### src/rtl/fbuf_pkg.sv
package fbuf_pkg;
    localparam int unsigned FB_DATA_W  = 32;
    localparam int unsigned FB_LINE_W  = 4;
    localparam int unsigned FB_ISSUE_W = 4;
    localparam int unsigned FB_DEPTH   = 2 * FB_ISSUE_W;
endpackage

### src/rtl/fbuf_ctrl.sv
module fbuf_ctrl
    import fbuf_pkg::*;
#(
    parameter int unsigned DEPTH   = FB_DEPTH,
    parameter int unsigned LINE_W  = FB_LINE_W,
    parameter int unsigned ISSUE_W = FB_ISSUE_W
) (
    input  logic                         clk,
    input  logic                         rst_n,
    input  logic                         flush_i,
    input  logic                         line_valid_i,
    input  logic [$clog2(LINE_W)-1:0]    line_offset_i,
    input  logic [$clog2(ISSUE_W+1)-1:0] consume_i,
    output logic [$clog2(DEPTH+1)-1:0]   cnt_o,
    output logic [$clog2(DEPTH+1)-1:0]   deq_o,
    output logic [$clog2(DEPTH+1)-1:0]   enq_o,
    output logic                         ready_o
);
    localparam int unsigned CNT_W = $clog2(DEPTH + 1);

    typedef struct packed {
        logic [CNT_W-1:0] cnt;
    } ctrl_s;

    ctrl_s            st_d, st_q;
    logic [CNT_W-1:0] avail;
    logic [CNT_W-1:0] free_n;
    logic [CNT_W-1:0] cons_w;

    always_comb begin
        avail   = CNT_W'(LINE_W) - CNT_W'(line_offset_i);
        free_n  = CNT_W'(DEPTH) - st_q.cnt;
        cons_w  = CNT_W'(consume_i);
        ready_o = (free_n >= avail);
        deq_o   = (cons_w > st_q.cnt) ? st_q.cnt : cons_w;
        enq_o   = (line_valid_i && ready_o) ? avail : '0;
        st_d    = st_q;
        if (flush_i) begin
            st_d.cnt = '0;
        end else begin
            st_d.cnt = st_q.cnt - deq_o + enq_o;
        end
    end

    always_ff @(posedge clk) begin
        if (!rst_n) begin
            st_q <= '0;
        end else begin
            st_q <= st_d;
        end
    end

    assign cnt_o = st_q.cnt;
endmodule

### src/rtl/fbuf_store.sv
module fbuf_store
    import fbuf_pkg::*;
#(
    parameter int unsigned DEPTH  = FB_DEPTH,
    parameter int unsigned LINE_W = FB_LINE_W,
    parameter int unsigned DATA_W = FB_DATA_W
) (
    input  logic                             clk,
    input  logic                             rst_n,
    input  logic                             flush_i,
    input  logic [$clog2(DEPTH+1)-1:0]       cnt_i,
    input  logic [$clog2(DEPTH+1)-1:0]       deq_i,
    input  logic [$clog2(DEPTH+1)-1:0]       enq_i,
    input  logic [$clog2(LINE_W)-1:0]        line_offset_i,
    input  logic [LINE_W*DATA_W-1:0]         line_data_i,
    output logic [DEPTH-1:0][DATA_W-1:0]     slots_o
);
    localparam int unsigned CNT_W = $clog2(DEPTH + 1);
    localparam int unsigned IDX_W = $clog2(DEPTH);
    localparam int unsigned OFF_W = $clog2(LINE_W);

    typedef struct packed {
        logic [DEPTH-1:0][DATA_W-1:0] slot;
    } store_s;

    store_s                  st_d, st_q;
    logic [DATA_W-1:0]       line_w [LINE_W];
    logic [CNT_W-1:0]        keep;
    logic [CNT_W-1:0]        k;

    for (genvar p = 0; p < LINE_W; p++) begin : g_unpack
        assign line_w[p] = line_data_i[p*DATA_W +: DATA_W];
    end

    always_comb begin
        st_d = st_q;
        keep = cnt_i - deq_i;
        k    = '0;
        for (int j = 0; j < DEPTH; j++) begin
            if (flush_i) begin
                st_d.slot[j] = '0;
            end else if (CNT_W'(j) < keep) begin
                st_d.slot[j] = st_q.slot[IDX_W'(j + int'(deq_i))];
            end else begin
                k = CNT_W'(j) - keep;
                if (k < enq_i) begin
                    st_d.slot[j] = line_w[OFF_W'(int'(line_offset_i) + int'(k))];
                end else begin
                    st_d.slot[j] = '0;
                end
            end
        end
    end

    always_ff @(posedge clk) begin
        if (!rst_n) begin
            st_q <= '0;
        end else begin
            st_q <= st_d;
        end
    end

    assign slots_o = st_q.slot;
endmodule

### src/rtl/fbuf_top.sv
module fbuf_top
    import fbuf_pkg::*;
#(
    parameter int unsigned DATA_W  = FB_DATA_W,
    parameter int unsigned LINE_W  = FB_LINE_W,
    parameter int unsigned ISSUE_W = FB_ISSUE_W,
    parameter int unsigned DEPTH   = FB_DEPTH
) (
    input  logic                         clk,
    input  logic                         rst_n,
    input  logic                         flush_i,
    input  logic                         line_valid_i,
    input  logic [$clog2(LINE_W)-1:0]    line_offset_i,
    input  logic [LINE_W*DATA_W-1:0]     line_data_i,
    output logic                         line_ready_o,
    input  logic [$clog2(ISSUE_W+1)-1:0] consume_i,
    output logic [ISSUE_W-1:0]           issue_valid_o,
    output logic [ISSUE_W*DATA_W-1:0]    issue_data_o,
    output logic                         issue_short_o
);
    localparam int unsigned CNT_W = $clog2(DEPTH + 1);

    logic [CNT_W-1:0]             cnt_q;
    logic [CNT_W-1:0]             deq_n;
    logic [CNT_W-1:0]             enq_n;
    logic [DEPTH-1:0][DATA_W-1:0] slots;

    fbuf_ctrl #(
        .DEPTH  (DEPTH),
        .LINE_W (LINE_W),
        .ISSUE_W(ISSUE_W)
    ) ctrl_i (
        .clk          (clk),
        .rst_n        (rst_n),
        .flush_i      (flush_i),
        .line_valid_i (line_valid_i),
        .line_offset_i(line_offset_i),
        .consume_i    (consume_i),
        .cnt_o        (cnt_q),
        .deq_o        (deq_n),
        .enq_o        (enq_n),
        .ready_o      (line_ready_o)
    );

    fbuf_store #(
        .DEPTH (DEPTH),
        .LINE_W(LINE_W),
        .DATA_W(DATA_W)
    ) store_i (
        .clk          (clk),
        .rst_n        (rst_n),
        .flush_i      (flush_i),
        .cnt_i        (cnt_q),
        .deq_i        (deq_n),
        .enq_i        (enq_n),
        .line_offset_i(line_offset_i),
        .line_data_i  (line_data_i),
        .slots_o      (slots)
    );

    for (genvar i = 0; i < ISSUE_W; i++) begin : g_lane
        assign issue_valid_o[i]                  = (cnt_q > CNT_W'(i));
        assign issue_data_o[i*DATA_W +: DATA_W]  = slots[i];
    end

    assign issue_short_o = (cnt_q < CNT_W'(ISSUE_W));
endmodule

### config.mk
export PLATFORM = sky130hd
export DESIGN_NAME = fbuf_top
export DESIGN_NICKNAME = d
export VERILOG_FILES = /design/src/rtl/fbuf_pkg.sv /design/src/rtl/fbuf_ctrl.sv /design/src/rtl/fbuf_store.sv /design/src/rtl/fbuf_top.sv
export SDC_FILE = /design/constraint.sdc
export NUM_CORES = 1
export LEC_CHECK = 0
export BUFFER_PORTS_ARGS = -buffer_cell sky130_fd_sc_hd__buf_4
export CAP_MARGIN = 5
export CORE_MARGIN = 1
export CORE_UTILIZATION = 35
export CTS_CLUSTER_DIAMETER = 200
export DETAILED_ROUTE_END_ITERATION = 12
export HOLD_SLACK_MARGIN = 0.02
export PLACE_DENSITY = 0.55
export RECOVER_POWER = 100
export SYNTH_ARGS = -nofsm -noshare
export SYNTH_HDL_FRONTEND = slang
export SYNTH_HIERARCHICAL = 1
export SYNTH_SLANG_ARGS = --single-unit
### constraint.sdc
create_clock -name clk -period 7.08 [get_ports clk]
set_input_delay 2.124 -clock clk [delete_from_list [all_inputs] [get_ports clk]]
set_output_delay 2.124 -clock clk [all_outputs]
set_load 0.02 [all_outputs]
; ---- After elaboration in Yosys (flattened, before gate mapping)
; Cells that the tools add are included.
[totals]
inputBits = 137
reg_bits = 260
out_inout_bits = 134
word_cells = 152
[classes]
n_reduce_logical = 2
muxes = 66
magnitude_cmp = 39
n_bitwise = 9
add_sub_neg = 27
[op_table]
columns = cell, count
row1 = $mux W32, 48
row2 = $bmux W32 S3, 8
row3 = $bmux W32 S2, 8
row4 = $lt A3 B5 Y1 const B, 8
row5 = $lt A4 B4 Y1, 8
row6 = $ge A2 B3 Y1 const B, 8
row7 = $add A2 B2 Y2, 8
row8 = $lt A3 B4 Y1 const A, 4
row9 = $not A2 Y2, 8
row10 = $sub A3 B4 Y4 const A, 4
row11 = $add A3 B3 Y3 const A, 4
row12 = $gt A4 B1 Y1 const B, 2
row13 = $gt A4 B2 Y1 const B, 2
row14 = $lt A1 B4 Y1 const A, 2
row15 = $lt A2 B4 Y1 const A, 2
row16 = $mux W4, 2
row17 = $sub A1 B4 Y4 const A, 2
row18 = $sub A2 B4 Y4 const A, 2
row19 = $add A2 B3 Y3 const A, 2
row20 = $add A4 B4 Y4, 1
row21 = $ge A4 B4 Y1, 1
row22 = $gt A3 B4 Y1, 1
row23 = $lt A4 B3 Y1 const B, 1
row24 = $sub A3 B2 Y4 const A, 1
row25 = 6 further kinds, 6

; ---- Logic depth before layout (Yosys ltp)
[depth]
ltp_word = 11
mapped_depth = 25
mapped_depth_nobuf = 20

; ---- Cells and area by module
; The synthesis kept the hierarchy.
[modules_own_cells]
columns = mod, instances, area_each_um2, seq_area_each_um2, cells_per_inst
row1 = fbuf_store, 1, 22361.4, 5124.9, 2397
row2 = fbuf_ctrl, 1, 566.8, 80.1, 69
row3 = fbuf_top, 1, 33.8, 0.0, 5

; ---- Worst setup path after synthesis
; No wires, ideal clock.
[synth_timing]
path_kind = input port to flip-flop
from = input consume_i[0]
to = register store_i.st_q (netlist bit store_i/slots_o[87])
setup_time_ns = 0.070
arrival_time_ns = 6.792
stages = 22
required_ns = 7.010
n_path_buf = 6
setup_slack_ns = 0.218
path_cell_list = inv_1 > ha_1 > nand3_1 > o21ai_0 > or3_1 > mux2_2 > buf_2 > inv_1 > clkbuf_1 > clkbuf_1 > ha_1 > and3b_1 > o21ai_4 > and2_1 > clkbuf_1 > buf_2 > xnor2_1 > ha_1 > o41ai_1 > clkbuf_1 > nand3_1 > a21oi_1
[synth_via]
elab_cells_between_ends = 17
cone_classes = add/sub: 4 / order compare: 3 / mux: 9 / bitwise: 1
[synth_rtl]
columns = item, line_no
row1 = start: declaration, fbuf_top.sv:16  ; input logic [$clog2(ISSUE_W+1)-1:0] consume_i,
row2 = $gt A3 B4 Y1 *, fbuf_ctrl.sv:35  ; deq_o = (cons_w > st_q.cnt) ? st_q.cnt : cons_w;
row3 = $mux W4 *, fbuf_ctrl.sv:35
row4 = named net deq_n[2], fbuf_top.sv:24  ; logic [CNT_W-1:0] deq_n;
row5 = $sub A4 B4 Y4 / $add A2 B3 Y3 (equally long branches), "fbuf_store.sv:37, fbuf_store.sv:43"
row6 = $sub A2 B4 Y4 / $bmux W32 S3 (equally long branches), "fbuf_store.sv:45, fbuf_store.sv:43"
row7 = $lt A4 B4 Y1 / $mux W32 (equally long branches), "fbuf_store.sv:46, fbuf_store.sv:43"
row8 = $mux W32 (on tied branches), "fbuf_store.sv:46, fbuf_store.sv:43"
row9 = $mux W32 *, fbuf_store.sv:42  ; end else if (CNT_W'(j) < keep) begin
row10 = end signal: assignment, fbuf_store.sv:59  ; st_q <= st_d;
row11 = end: declaration, fbuf_store.sv:26  ; store_s st_d, st_q;
; The timed path passes the listed nets; every way through them passes the cells marked *. The select of a mux whose other input is x is not followed.
; A chain may end at the register's enable or synchronous reset.

; ---- Worst setup path in the final report
[layout_timing]
from = input consume_i[1]
to = register store_i.st_q (netlist bit store_i/slots_o[234])
[layout_via]
elab_chain_cells = 11
elab_cells_between_ends = 17
cone_classes = add/sub: 4 / order compare: 3 / mux: 9 / bitwise: 1
[layout_lines]
columns = item, line_no
row1 = $gt A3 B4 Y1 *, fbuf_ctrl.sv:35
row2 = $mux W4 *, fbuf_ctrl.sv:35
row3 = named net deq_n[0], fbuf_top.sv:24
row4 = $sub A4 B4 Y4, fbuf_store.sv:37  ; keep = cnt_i - deq_i;
row5 = $sub A3 B4 Y4, fbuf_store.sv:45  ; k = CNT_W'(j) - keep;
row6 = $add A2 B2 Y2, fbuf_store.sv:47  ; st_d.slot[j] = line_w[OFF_W'(int'(line_offset_i) + int'(k))];
row7 = $not A2 Y2 (implied by the code), fbuf_store.sv:47
row8 = $bmux W32 S2, fbuf_store.sv:47
row9 = $mux W32 (implied by the code) (2 in a row), fbuf_store.sv:47
row10 = $mux W32, fbuf_store.sv:46  ; if (k < enq_i) begin
row11 = $mux W32 *, fbuf_store.sv:42
; Marks and branches as above.

==> reports/qor.txt <==
========================================================================================
Fin crit period                                                                  6480 ps
Portion of the clock cycle consumed by the worst path in the final layout          0.915
M2 GR Usage                                                                        0.419
Antenna-violating nets left                                                            0
Grt total ovfl                                                                         0
Number of filler instances in the final layout                                      6398
Register-to-Register Path Depth                                                       16
Total of buffers placed on input and output ports                                    270
Pin count of the biggest net entering global routing                                 193
Routing usage on met1                                                              0.366
Data required time at the worst endpoint                                         7470 ps
Total setup buffers inserted after CTS                                                 0
First-pass GRT wire length                                                     137000 um
1st-iter DRT viols                                                                  2791
Worst Path Arrival                                                               6870 ps
Area of all sequential standard cells                                        0.00520 mm2
Final-report hold violation count                                                      0
Critical path class                                                            in -> reg
Initial core utilization                                                           0.356
Number of different library cells in the post-synthesis netlist                       61
Worst clock skew on the final layout                                             16.6 ps
Number of buffers between clock root and the deepest sink                              3
Antenna diodes                                                                         0
Max_slew headroom                                                                  0.180
Final layout net count                                                              2793
Wire length per cell after detailed routing                                      26.6 um
Met3 Track Usage GR                                                               0.0650
Share of flip-flops with an asynchronous set or reset                                  0
Initial antenna violation count                                                        0
Layer carrying the most global-route usage                                          met2
EDFF count, synth                                                                      0
Total clock buffers created by CTS                                                    34
Post-CTS Resized                                                                       0
Worst hold margin                                                                 798 ps
Main flop type after synthesis                                              sky130_fd_sc_hd__dfxtp_1
Post-route DRC violation count                                                         0
Number of iterations in the first detailed-routing pass                                5
Yosys synthesis warning count                                                          6
Wire length reported by the detailed router                                     93000 um
Syn avg cell area                                                               9.29 um2
Fraction of layout instances using a drive strength above 1                        0.259
Unrepaired setup endpoints after global routing                                    false
Chip Width                                                                        258 um
Slew at the pin closest to its max-slew limit                                    1220 ps
I/O pins                                                                             271
CTS Root Cell                                                               sky130_fd_sc_hd__clkbuf_16
Terminating pin of the worst hold path                                      ctrl_i/cnt_o[0]
Area taken by multi-input logic gates                                         0.0166 mm2
Via Count                                                                          22300
Die span in y                                                                     258 um
Total number of placement rows                                                        93
Synthesized flop and latch total                                                     260
Cts-stage hold buffer count                                                            0
Synthesized cell area                                                         0.0230 mm2
Maximum Capacitance Violations                                                         0
Startpoint of the tightest hold check path                                  ctrl_i/cnt_o[0]
Placement-stage cell area                                                     0.0261 mm2
Area Growth Syn to Fin                                                             15.6%
Gate count after technology mapping                                                 2471
Clock latency on the worst-skew pair                                              550 ps
H-tree lvl count                                                                       2
Estimated wirelength of the detail-placed design                                59300 um
Critical path peak fanout                                                             18
RD Place Congestion                                                                0.889
Clk sinks                                                                            260
Kind of end point of the critical path                                              flop
Reg2reg end                                                                 store_i/slots_o[234]
All-Layer GR Usage                                                                 0.273
Die outline area                                                              0.0666 mm2
Outcome                                                                     finished, final reports clean
Clock-pin slew on the worst setup and hold paths                                   60 ps
Hold Crit Depth                                                                        3
Startpoint types                                                            primary input
Final slew viol count                                                                  0
Clock tree from TritonCTS                                                            yes
Final Instance Area                                                           0.0265 mm2
Setup slack after layout                                                          599 ps
Number of global-route vias before repair                                          21500
Setup slack of the worst register-to-register path                               1480 ps
Core footprint                                                                0.0646 mm2
Sequential-to-total area share from yosys stat                                     0.227
Total Neg Setup Slack                                                               0 ps
Launch instance of the worst register-to-register path                      ctrl_i/cnt_o[1]
Tightest Hold Check Type                                                      reg -> reg
Maximum clock frequency                                                          154 MHz
Via-per-instance ratio                                                              6.38
Post-place setup slack                                                            459 ps
Final setup viols                                                                      0
========================================================================================
[synth_stat cells (2+ instances only)]
| cell | count | area [um2] |
|---|---|---|
| sky130_fd_sc_hd__mux4_2 | 308 | 6940 |
| sky130_fd_sc_hd__dfxtp_1 | 260 | 5200 |
| sky130_fd_sc_hd__a22oi_1 | 32 | 240 |
| sky130_fd_sc_hd__o21a_1 | 2 | 15.0 |
| sky130_fd_sc_hd__buf_4 | 9 | 67.6 |
| sky130_fd_sc_hd__a21oi_1 | 198 | 991 |
| sky130_fd_sc_hd__and2_1 | 34 | 213 |
| sky130_fd_sc_hd__a21oi_2 | 2 | 17.5 |
| sky130_fd_sc_hd__ha_1 | 41 | 513 |
| sky130_fd_sc_hd__buf_6 | 7 | 78.8 |
| sky130_fd_sc_hd__mux4_1 | 12 | 315 |
| sky130_fd_sc_hd__clkbuf_4 | 2 | 15.0 |
| sky130_fd_sc_hd__o41ai_1 | 2 | 17.5 |
| sky130_fd_sc_hd__clkbuf_1 | 131 | 492 |
| sky130_fd_sc_hd__a211oi_2 | 31 | 388 |
| sky130_fd_sc_hd__fa_1 | 4 | 80.1 |
| sky130_fd_sc_hd__nand3_1 | 133 | 666 |
| sky130_fd_sc_hd__nor2_1 | 45 | 169 |
| sky130_fd_sc_hd__xnor2_1 | 17 | 149 |
| sky130_fd_sc_hd__or3_1 | 3 | 18.8 |
| sky130_fd_sc_hd__nand2b_1 | 5 | 31.3 |
| sky130_fd_sc_hd__a21boi_0 | 2 | 15.0 |
| sky130_fd_sc_hd__inv_1 | 33 | 124 |
| sky130_fd_sc_hd__o21ai_1 | 41 | 205 |
| sky130_fd_sc_hd__xor2_2 | 2 | 32.5 |
| sky130_fd_sc_hd__nor2b_1 | 3 | 18.8 |
| sky130_fd_sc_hd__xor2_1 | 5 | 43.8 |
| sky130_fd_sc_hd__a211oi_1 | 4 | 30.0 |
| sky130_fd_sc_hd__o21ai_0 | 159 | 796 |
| sky130_fd_sc_hd__buf_2 | 95 | 475 |
| sky130_fd_sc_hd__nor3_1 | 2 | 10.0 |
| sky130_fd_sc_hd__a221oi_1 | 32 | 280 |
| sky130_fd_sc_hd__nand2_1 | 612 | 2300 |
| sky130_fd_sc_hd__mux2_2 | 66 | 743 |
| sky130_fd_sc_hd__o211ai_1 | 33 | 248 |
| sky130_fd_sc_hd__xnor2_2 | 4 | 65.1 |
| sky130_fd_sc_hd__mux2i_1 | 65 | 651 |
| sky130_fd_sc_hd__o2bb2ai_1 | 2 | 17.5 |
| sky130_fd_sc_hd__a21o_1 | 7 | 52.6 |
| sky130_fd_sc_hd__buf_1 | 3 | 11.3 |
| sky130_fd_sc_hd__and3_1 | 3 | 18.8 |
[registers in the layout (all words and copies together) (netlist names)]
register,cells
ctrl_i/cnt_o,4
store_i/slots_o,256
[cell families after synthesis]
| kind of cell | count (synthesis) | synth area share |
|---|---|---|
| AO/OA/AOI/OAI | 557 | 0.150 |
| XOR/XNOR | 28 | 0.0126 |
| adder cells (fa/ha/maj) | 45 | 0.0258 |
| buffers and inverters | 281 | 0.0552 |
| flip-flops | 260 | 0.227 |
| multiplexers | 451 | 0.377 |
| other | 1 | 0.000163 |
| AND/OR/NAND/NOR | 848 | 0.153 |
[worst max-delay path: stages]
cell	delay [ps]
sky130_fd_sc_hd__clkbuf_1	110
sky130_fd_sc_hd__ha_1	330
sky130_fd_sc_hd__nand3_1	90
sky130_fd_sc_hd__o21ai_0	70
sky130_fd_sc_hd__or3_1	420
sky130_fd_sc_hd__mux2i_1	420
sky130_fd_sc_hd__ha_1	290
sky130_fd_sc_hd__inv_1	70
sky130_fd_sc_hd__fa_1	720
sky130_fd_sc_hd__inv_1	110
sky130_fd_sc_hd__buf_4	190
sky130_fd_sc_hd__xnor2_4	220
sky130_fd_sc_hd__clkbuf_1	910
sky130_fd_sc_hd__mux4_2	440
sky130_fd_sc_hd__a22oi_1	260
sky130_fd_sc_hd__nor2_1	70
[area by class of cell]
type / instances / share of cell area
Inverter: 34 / 0.00481
Clock buffer: 51 / 0.0403
Timing Repair Buffer: 350 / 0.0901
Sequential cell: 260 / 0.196
Tap cell: 855 / 0.0403
Clock inverter: 10 / 0.00311
Multi-Input combinational cell: 1931 / 0.625
[per-layer routing]
layer	part of all wire	wire, um
met5	0	0
met4	0.043	4000
met3	0.12	10900
met2	0.44	41200
met1	0.40	36900
[how the worst max path moves through the flow]
stage,startpoint,to,slack (ps),depth (start not counted)
6_report,consume_i[1],store_i/slots_o[234],600,16
5_1_grt,consume_i[1],store_i/slots_o[237],380,16
4_1_cts,consume_i[0],store_i/slots_o[124],1040,19
3_5_place_dp,consume_i[0],store_i/slots_o[124],460,19
3_3_place_gp,consume_i[0],store_i/slots_o[136],520,18
2_1_floorplan,consume_i[0],store_i/slots_o[87],220,22
[placed cells by master (no fill, tap or decap), types with 3 or more instances in the layout]
master / instances
sky130_fd_sc_hd__clkbuf_8: 9
sky130_fd_sc_hd__a21oi_1: 198
sky130_fd_sc_hd__clkinv_2: 7
sky130_fd_sc_hd__inv_1: 33
sky130_fd_sc_hd__clkbuf_16: 37
sky130_fd_sc_hd__xor2_1: 3
sky130_fd_sc_hd__buf_4: 186
sky130_fd_sc_hd__a221oi_1: 33
sky130_fd_sc_hd__or3_1: 3
sky130_fd_sc_hd__mux4_1: 12
sky130_fd_sc_hd__mux2i_1: 65
sky130_fd_sc_hd__nor2_1: 44
sky130_fd_sc_hd__a211oi_2: 4
sky130_fd_sc_hd__buf_12: 23
sky130_fd_sc_hd__xor2_4: 3
sky130_fd_sc_hd__o211ai_1: 33
sky130_fd_sc_hd__o21ai_1: 40
sky130_fd_sc_hd__xnor2_2: 5
sky130_fd_sc_hd__ha_4: 3
sky130_fd_sc_hd__and2_1: 32
sky130_fd_sc_hd__and3_1: 3
sky130_fd_sc_hd__a211oi_1: 30
sky130_fd_sc_hd__a21o_1: 7
sky130_fd_sc_hd__fa_1: 4
sky130_fd_sc_hd__a21oi_4: 3
sky130_fd_sc_hd__dfxtp_1: 260
sky130_fd_sc_hd__o21ai_0: 159
sky130_fd_sc_hd__ha_1: 38
sky130_fd_sc_hd__mux2_2: 64
sky130_fd_sc_hd__mux4_2: 308
sky130_fd_sc_hd__xnor2_1: 14
sky130_fd_sc_hd__nand2_1: 612
sky130_fd_sc_hd__a22oi_1: 32
sky130_fd_sc_hd__nand2b_1: 4
sky130_fd_sc_hd__nand3_1: 133
sky130_fd_sc_hd__clkbuf_1: 141
sky130_fd_sc_hd__clkbuf_2: 5
[metrics by stage]
| stage | util | instances |
|---|---|---|
| after CTS | 0.423 | 3491 |
| after global placement | 0.405 | 3430 |
| after global routing | 0.411 | 3491 |
| after detailed placement | 0.405 | 3430 |
| final | 0.411 | 3491 |
| after floorplan | - | 2472 |
Power is left out: the tool's default activity adds up to more than one toggle a clock period on the data nets, which glitch-free logic cannot reach.
